<file path="src/rtl/wp_pkg.sv">
package wp_pkg;
  // one protection field: lock is the upper bit, protect the lower
  typedef struct packed {
    logic lock;
    logic prot;
  } wp_field_t;
  localparam int FIELD_W = 2;
endpackage

</file>
<file path="src/rtl/wp_field.sv">
module wp_field
  import wp_pkg::*;
(
  input  logic      clk,
  input  logic      rst,
  input  logic      wr_en,
  input  wp_field_t wr_val,
  output wp_field_t q
);
  always_ff @(posedge clk) begin
    if (rst)
      q <= '0;
    else if (wr_en && !q.lock)
      q <= wr_val;
  end
endmodule

</file>
<file path="src/rtl/wp_window_gate.sv">
module wp_window_gate #(
  parameter int ADDR_W = 8,
  parameter int BASE   = 32,
  parameter int COUNT  = 4
) (
  input  logic [ADDR_W-1:0] bus_addr,
  input  logic              bus_we,
  input  logic              protect,
  output logic              gated_we
);
  localparam logic [ADDR_W:0] LO = (ADDR_W+1)'(BASE);
  localparam logic [ADDR_W:0] HI = (ADDR_W+1)'(BASE + COUNT);
  logic [ADDR_W:0] a_ext;
  logic            hit;
  assign a_ext    = {1'b0, bus_addr};
  assign hit      = (a_ext >= LO) && (a_ext < HI);
  assign gated_we = bus_we && hit && !protect;
endmodule

</file>
<file path="src/rtl/wprot_ctrl.sv">
module wprot_ctrl
  import wp_pkg::*;
#(
  parameter int ADDR_W    = 8,
  parameter int DATA_W    = 16,
  parameter int PROT_ADDR = 18,
  parameter int CLK_BASE  = 32,
  parameter int CLK_COUNT = 4,
  parameter int PIN_BASE  = 64,
  parameter int PIN_COUNT = 8
) (
  input  logic              clk,
  input  logic              rst,
  input  logic [ADDR_W-1:0] bus_addr,
  input  logic              bus_we,
  input  logic [DATA_W-1:0] bus_wdata,
  output logic [DATA_W-1:0] bus_rdata,
  output logic              clk_grp_we,
  output logic              pin_grp_we,
  output logic              clk_protect,
  output logic              clk_locked,
  output logic              pin_protect,
  output logic              pin_locked
);
  // field 0 = pin group (bits 1:0), field 1 = clock group (bits 3:2)
  localparam int NFIELD = 2;
  localparam int FLAT_W = NFIELD * FIELD_W;
  localparam logic [ADDR_W-1:0] REG_A = ADDR_W'(PROT_ADDR);

  logic              reg_wr;
  logic [FLAT_W-1:0] flat;
  wp_field_t         fq [NFIELD];
  logic [DATA_W-1:0] rdata_q;

  assign reg_wr = bus_we && (bus_addr == REG_A);

  for (genvar g = 0; g < NFIELD; g++) begin : g_field
    wp_field u_field (
      .clk    (clk),
      .rst    (rst),
      .wr_en  (reg_wr),
      .wr_val (wp_field_t'(bus_wdata[g*FIELD_W +: FIELD_W])),
      .q      (fq[g])
    );
    assign flat[g*FIELD_W +: FIELD_W] = fq[g];
  end

  assign pin_protect = fq[0].prot;
  assign pin_locked  = fq[0].lock;
  assign clk_protect = fq[1].prot;
  assign clk_locked  = fq[1].lock;

  wp_window_gate #(.ADDR_W(ADDR_W), .BASE(CLK_BASE), .COUNT(CLK_COUNT)) u_clk_gate (
    .bus_addr (bus_addr),
    .bus_we   (bus_we),
    .protect  (fq[1].prot),
    .gated_we (clk_grp_we)
  );

  wp_window_gate #(.ADDR_W(ADDR_W), .BASE(PIN_BASE), .COUNT(PIN_COUNT)) u_pin_gate (
    .bus_addr (bus_addr),
    .bus_we   (bus_we),
    .protect  (fq[0].prot),
    .gated_we (pin_grp_we)
  );

  // registered read: reserved bits come back as zero
  always_ff @(posedge clk) begin
    if (rst)
      rdata_q <= '0;
    else if (bus_addr == REG_A)
      rdata_q <= {{(DATA_W-FLAT_W){1'b0}}, flat};
    else
      rdata_q <= '0;
  end
  assign bus_rdata = rdata_q;
endmodule

</file>
<file path="config.mk">
export PLATFORM = sky130hd
export DESIGN_NAME = wprot_ctrl
export DESIGN_NICKNAME = d
export VERILOG_FILES = /design/src/rtl/wp_pkg.sv /design/src/rtl/wp_field.sv /design/src/rtl/wp_window_gate.sv /design/src/rtl/wprot_ctrl.sv
export SDC_FILE = /design/constraint.sdc
export NUM_CORES = 1
export LEC_CHECK = 0
export BUFFER_PORTS_ARGS = -buffer_cell sky130_fd_sc_hd__buf_2
export CORE_AREA = 3 3 40 42
export CTS_BUF_LIST = sky130_fd_sc_hd__clkbuf_4
export DETAILED_ROUTE_END_ITERATION = 10
export DIE_AREA = 0 0 43 45
export PLACE_DENSITY = 0.85
export SYNTH_ARGS = -nofsm -noshare
export SYNTH_HDL_FRONTEND = slang
export SYNTH_SLANG_ARGS = --single-unit
</file>
<file path="constraint.sdc">
create_clock -name clk -period 1.7 [get_ports clk]
set_input_delay 0.085 -clock clk [delete_from_list [all_inputs] [get_ports clk]]
set_output_delay 0.085 -clock clk [all_outputs]
set_load 0.01 [all_outputs]
</file>
Word level (Yosys, flattened, before mapping). Index checks and enable logic that the tools add are counted. Widths: inputs -> output; s select.

Bits in writable memories: 0. ROM bits: 0. Word-level logic and storage cells: 26. Input port bits: 27. Flip-flop bits (word level): 20. Memories: 0. Bits in latches: 0.

Eq/ne operators: 1. $mul: 0. $lt $le $gt $ge: 4. Add/sub/neg operators: 0. Bitwise gates (word level): 1. Shift-type cells: 0. Reductions and logical operators: 14. Multiplexer cells: 0. Div/mod/pow operators: 0.

Operators with widths (count): $logic_and 1x1->1 (9); $eq 8x5->1 const B (1); $ge 8x6->1 const B (1); $ge 8x7->1 const B (1); $lt 8x6->1 const B (1); $lt 8x7->1 const B (1); $logic_not 1->1 (4); $reduce_or 2->1 (1); $not 1->1 (1).

Depth between registers and ports, before layout.
Word-level depth: 4. Gate-level depth with buffers: 3. Depth with buffers taken out: 3.

Modules after synthesis. A second synthesis with hierarchy kept.

Cells, all modules: 51. Area total of the unflattened synthesis: 437.9 sq um.

Modules (own cells, without submodules): wprot_ctrl (sequential area each 80.1 sq um, area an instance 241.5 sq um, instances 1, cells each 29); wp_field (sequential area each 40.0 sq um, area an instance 77.6 sq um, instances 2, cells each 8); wp_window_gate (u_clk_gate) (sequential area each 0.0 sq um, area an instance 22.5 sq um, instances 1, cells each 3); wp_window_gate (u_pin_gate) (sequential area each 0.0 sq um, area an instance 18.8 sq um, instances 1, cells each 3).

Worst setup path after synthesis. OpenSTA, ideal clock, no wires.

Path type: register -> output. Start: register g_field[1].u_field.q[0] (netlist bit). End: output port clk_grp_we. Slack: 0.788 ns. Stages on the path, launching flop included: 3. Arrival: 0.827 ns. Required time: 1.615 ns. Path through: dfxtp_1 -> nand3b_1 -> nor3b_1.

Cells in the longest elaborated chain, start to end: 2.

Ends and longest elaborated chain: from (decl) (line wp_field.sv:8) `output wp_field_t q`; from (signal assigned) (line wp_field.sv:14) `q <= wr_val;`; $logic_not 1->1 (line wp_window_gate.sv:17) `assign gated_we = bus_we && hit && !protect;`; $logic_and 1x1->1 (line wp_window_gate.sv:17); to (decl) (line wprot_ctrl.sv:18) `output logic clk_grp_we,`.

No other way between the ends.

Worst setup path in the final report. Same ends and word-level chain as after synthesis.

==> run summary <==
Tcrit/Tclk final -> 69.5%
Place WS -> 0.666 ns
top-area cell type share of the netlist area -> 36.8%
most numerous cell in the Yosys netlist -> buf_4
largest net degree at the start of global routing -> 8
Rows -> 13
chip height -> 45 um
total number of vias -> 395
DRT antenna net count -> 0
fmax -> 847 MHz
Routed Wire Length -> 929 um
Yosys Warn Count -> 0
clock power share -> 37.9%
cell area power density -> 682 nW/um2
largest family of logic cells by synthesized area -> simple AND/OR/NAND/NOR gates
Initial Util -> 33.9%
sequential share of the synthesized area -> 36.8%
sw frac -> 23.5%
die area -> 1940 um2
core area -> 1280 um2
HP Class -> in2reg
Setup CP Type -> reg2out
XOR/XNOR share of the synthesized area -> 0%
status -> completed
post-CTS setup buffers -> 0
multi-input gate area in the final layout -> 226 um2
area leader, netlist -> dfxtp_1
Final GP Congestion -> 0.765
complex-gate fraction of the synthesized area -> 4.02%
Leak -> 0.299 nW
layout cell share with drive strength beyond 1 -> 40.3%
Post-synth EDFFs -> 0
post-synthesis adder-cell area fraction -> 0%
Setup Skew -> 0.00192 ns
initial DRC count -> 10
top post-synthesis cells by count -> buf_4 (12), dfxtp_1 (8), and2_1 (4), nand2b_1 (4), nor2_1 (4)
CTS tree -> yes
H-tree depth -> 1
ys async rst share -> 0%
clock buffer depth -> 2
First-pass DRT Iterations -> 5
total track usage -> 9.17%
CTS hold repair buffers -> 0
Critical Path Start Type -> flip-flop
Tot Pwr -> 0.374 mW
Flop pwr share -> 50.3%
Synth cell types -> 16
FF/Latch Area -> 160 um2
CTS buffer count -> 3
Die W -> 43 um
Final nets -> 101
Fin Setup TNS -> 0 ns
RSZ-0062 raised after global routing -> false
first-pass GRT wire length -> 1330 um
flops & latches, synth -> 8
diodes inserted -> 0
critical path peak fanout -> 4
worst path required time -> 1.62 ns
Routed WL per cell -> 10.7 um
Mapped Area -> 435 um2
worst-skew pair later-pin latency -> 0.25 ns
count of final hold-check violations -> 0
initial antenna violation count -> 0
PostCTS Resize Cnt -> 0
Comb pwr share -> 11.8%
Post-Syn Instances -> 46
fill count -> 138
Max-Cap Viols -> 0
Max Slew Vio Count -> 0
GR Overflow Total -> 0
Via density -> 4.54
area delta synth->final -> 25.9%
I/O Buffers -> 24
fin worst setup slack -> 0.519 ns
CP Capture Type -> output port
ranking of synthesized cells by area -> dfxtp_1 (37%), buf_4 (21%), and2_1 (5.7%)
simple-gate portion of the synthesized area -> 33.0%
CP Data Arrival Time -> 1.10 ns
Net Sw Power -> 0.0877 mW
vias in the first global route -> 342
multiplexer share of the synthesized area -> 4.60%
drc violations -> 0
Clock transition at path regs -> 0.05 ns
Clock Root Buffer -> clkbuf_4
Sink Count -> 8
Primary FF master, synth -> dfxtp_1
Final Critical Period -> 1.18 ns
Max VDD drop -> 178 uV
I/O pin total -> 49
internal power -> 0.286 mW
Avg Inst Size Synth -> 9.47 um2
final number of setup-violating endpoints -> 0
state kept, by name, summed over array words and instances (netlist names):
| name | count |
|---|---|
| bus_rdata | 4 |
| g_field.u_field.q | 4 |
power groups by stage:
stage	combinational (mW)	clock (mW)	sequential, mW
after detailed placement	0.0436	0	0.192
final	0.0442	0.142	0.188
after global placement	0.0427	0	0.192
after global routing	0.0496	0.154	0.188
after CTS	0.0436	0.147	0.188
after floorplan	0.0424	0	0.192
through the flow:
stage	instances	area (um2)	hold slack [ns]	util [%]
after detailed placement	84	526	0.349	40.9
final	87	548	0.0817	42.6
after floorplan	57	477	0.157	-
after CTS	87	548	0.0821	42.6
after global routing	87	548	0.105	42.6
after global placement	84	526	0.341	40.9
path summary, 6_finish.rpt:
| path | start | to | slack (ns) | depth (start not counted) |
|---|---|---|---|---|
| setup / recovery | g_field[1].u_field.q[0]$_SDFFE_PP0P_ | clk_grp_we | 0.52 | 3 |
| hold / removal | rst | g_field[0].u_field.q[1]$_SDFFE_PP0P_ | 0.08 | 2 |
| setup reg to reg | g_field[0].u_field.q[1]$_SDFFE_PP0P_ | g_field[0].u_field.q[0]$_SDFFE_PP0P_ | 0.92 | 2 |
| hold reg to reg | g_field[1].u_field.q[1]$_SDFFE_PP0P_ | bus_rdata[3]$_SDFF_PP0_ | 0.50 | 1 |
placed cells by master, fill, tap and decap left out, drive strengths merged:
cell type  synthesis  routed
a41oi              2       2
and2               4       4
and3               1       1
and4b              1       1
and4bb             1       1
buf               12      24
clkbuf             0       3
conb               1      12
dfxtp              8       8
mux2i              2       2
nand2b             4       4
nand3b             1       1
nand4b             2       2
nor2               4       4
nor3               1       1
nor3b              2       2
cell type report:
cell class | count | share of cell area (%)
Multi-Input combinational cell | 37 | 41.3
Sequential cell | 8 | 29.2
Timing Repair Buffer | 24 | 21.9
Clock buffer | 3 | 4.11
Tap cell | 15 | 3.42
routing by layer:
metal  track usage (%)  share of wire, %  vias to the layer above
li1                  -                 -                      189
met1              8.72                34                      175
met2              16.5                46                       31
met3              3.98                20                        0
met4              5.42                 0                        0
met5                 0                 0                        -
critical path: stages, from the launching register on:
cell and delay, ns:
dfxtp_1 0.33, nand3b_1 0.17, nor3b_1 0.19, buf_2 0.16
logic make-up after synthesis:
group                  count (synthesis)
multiplexers                           2
buffers and inverters                 12
AO/OA/AOI/OAI                          2
AND/OR/NAND/NOR                       21
flip-flops                             8
other                                  1
Note: power is estimated with default switching activity, not from simulation.
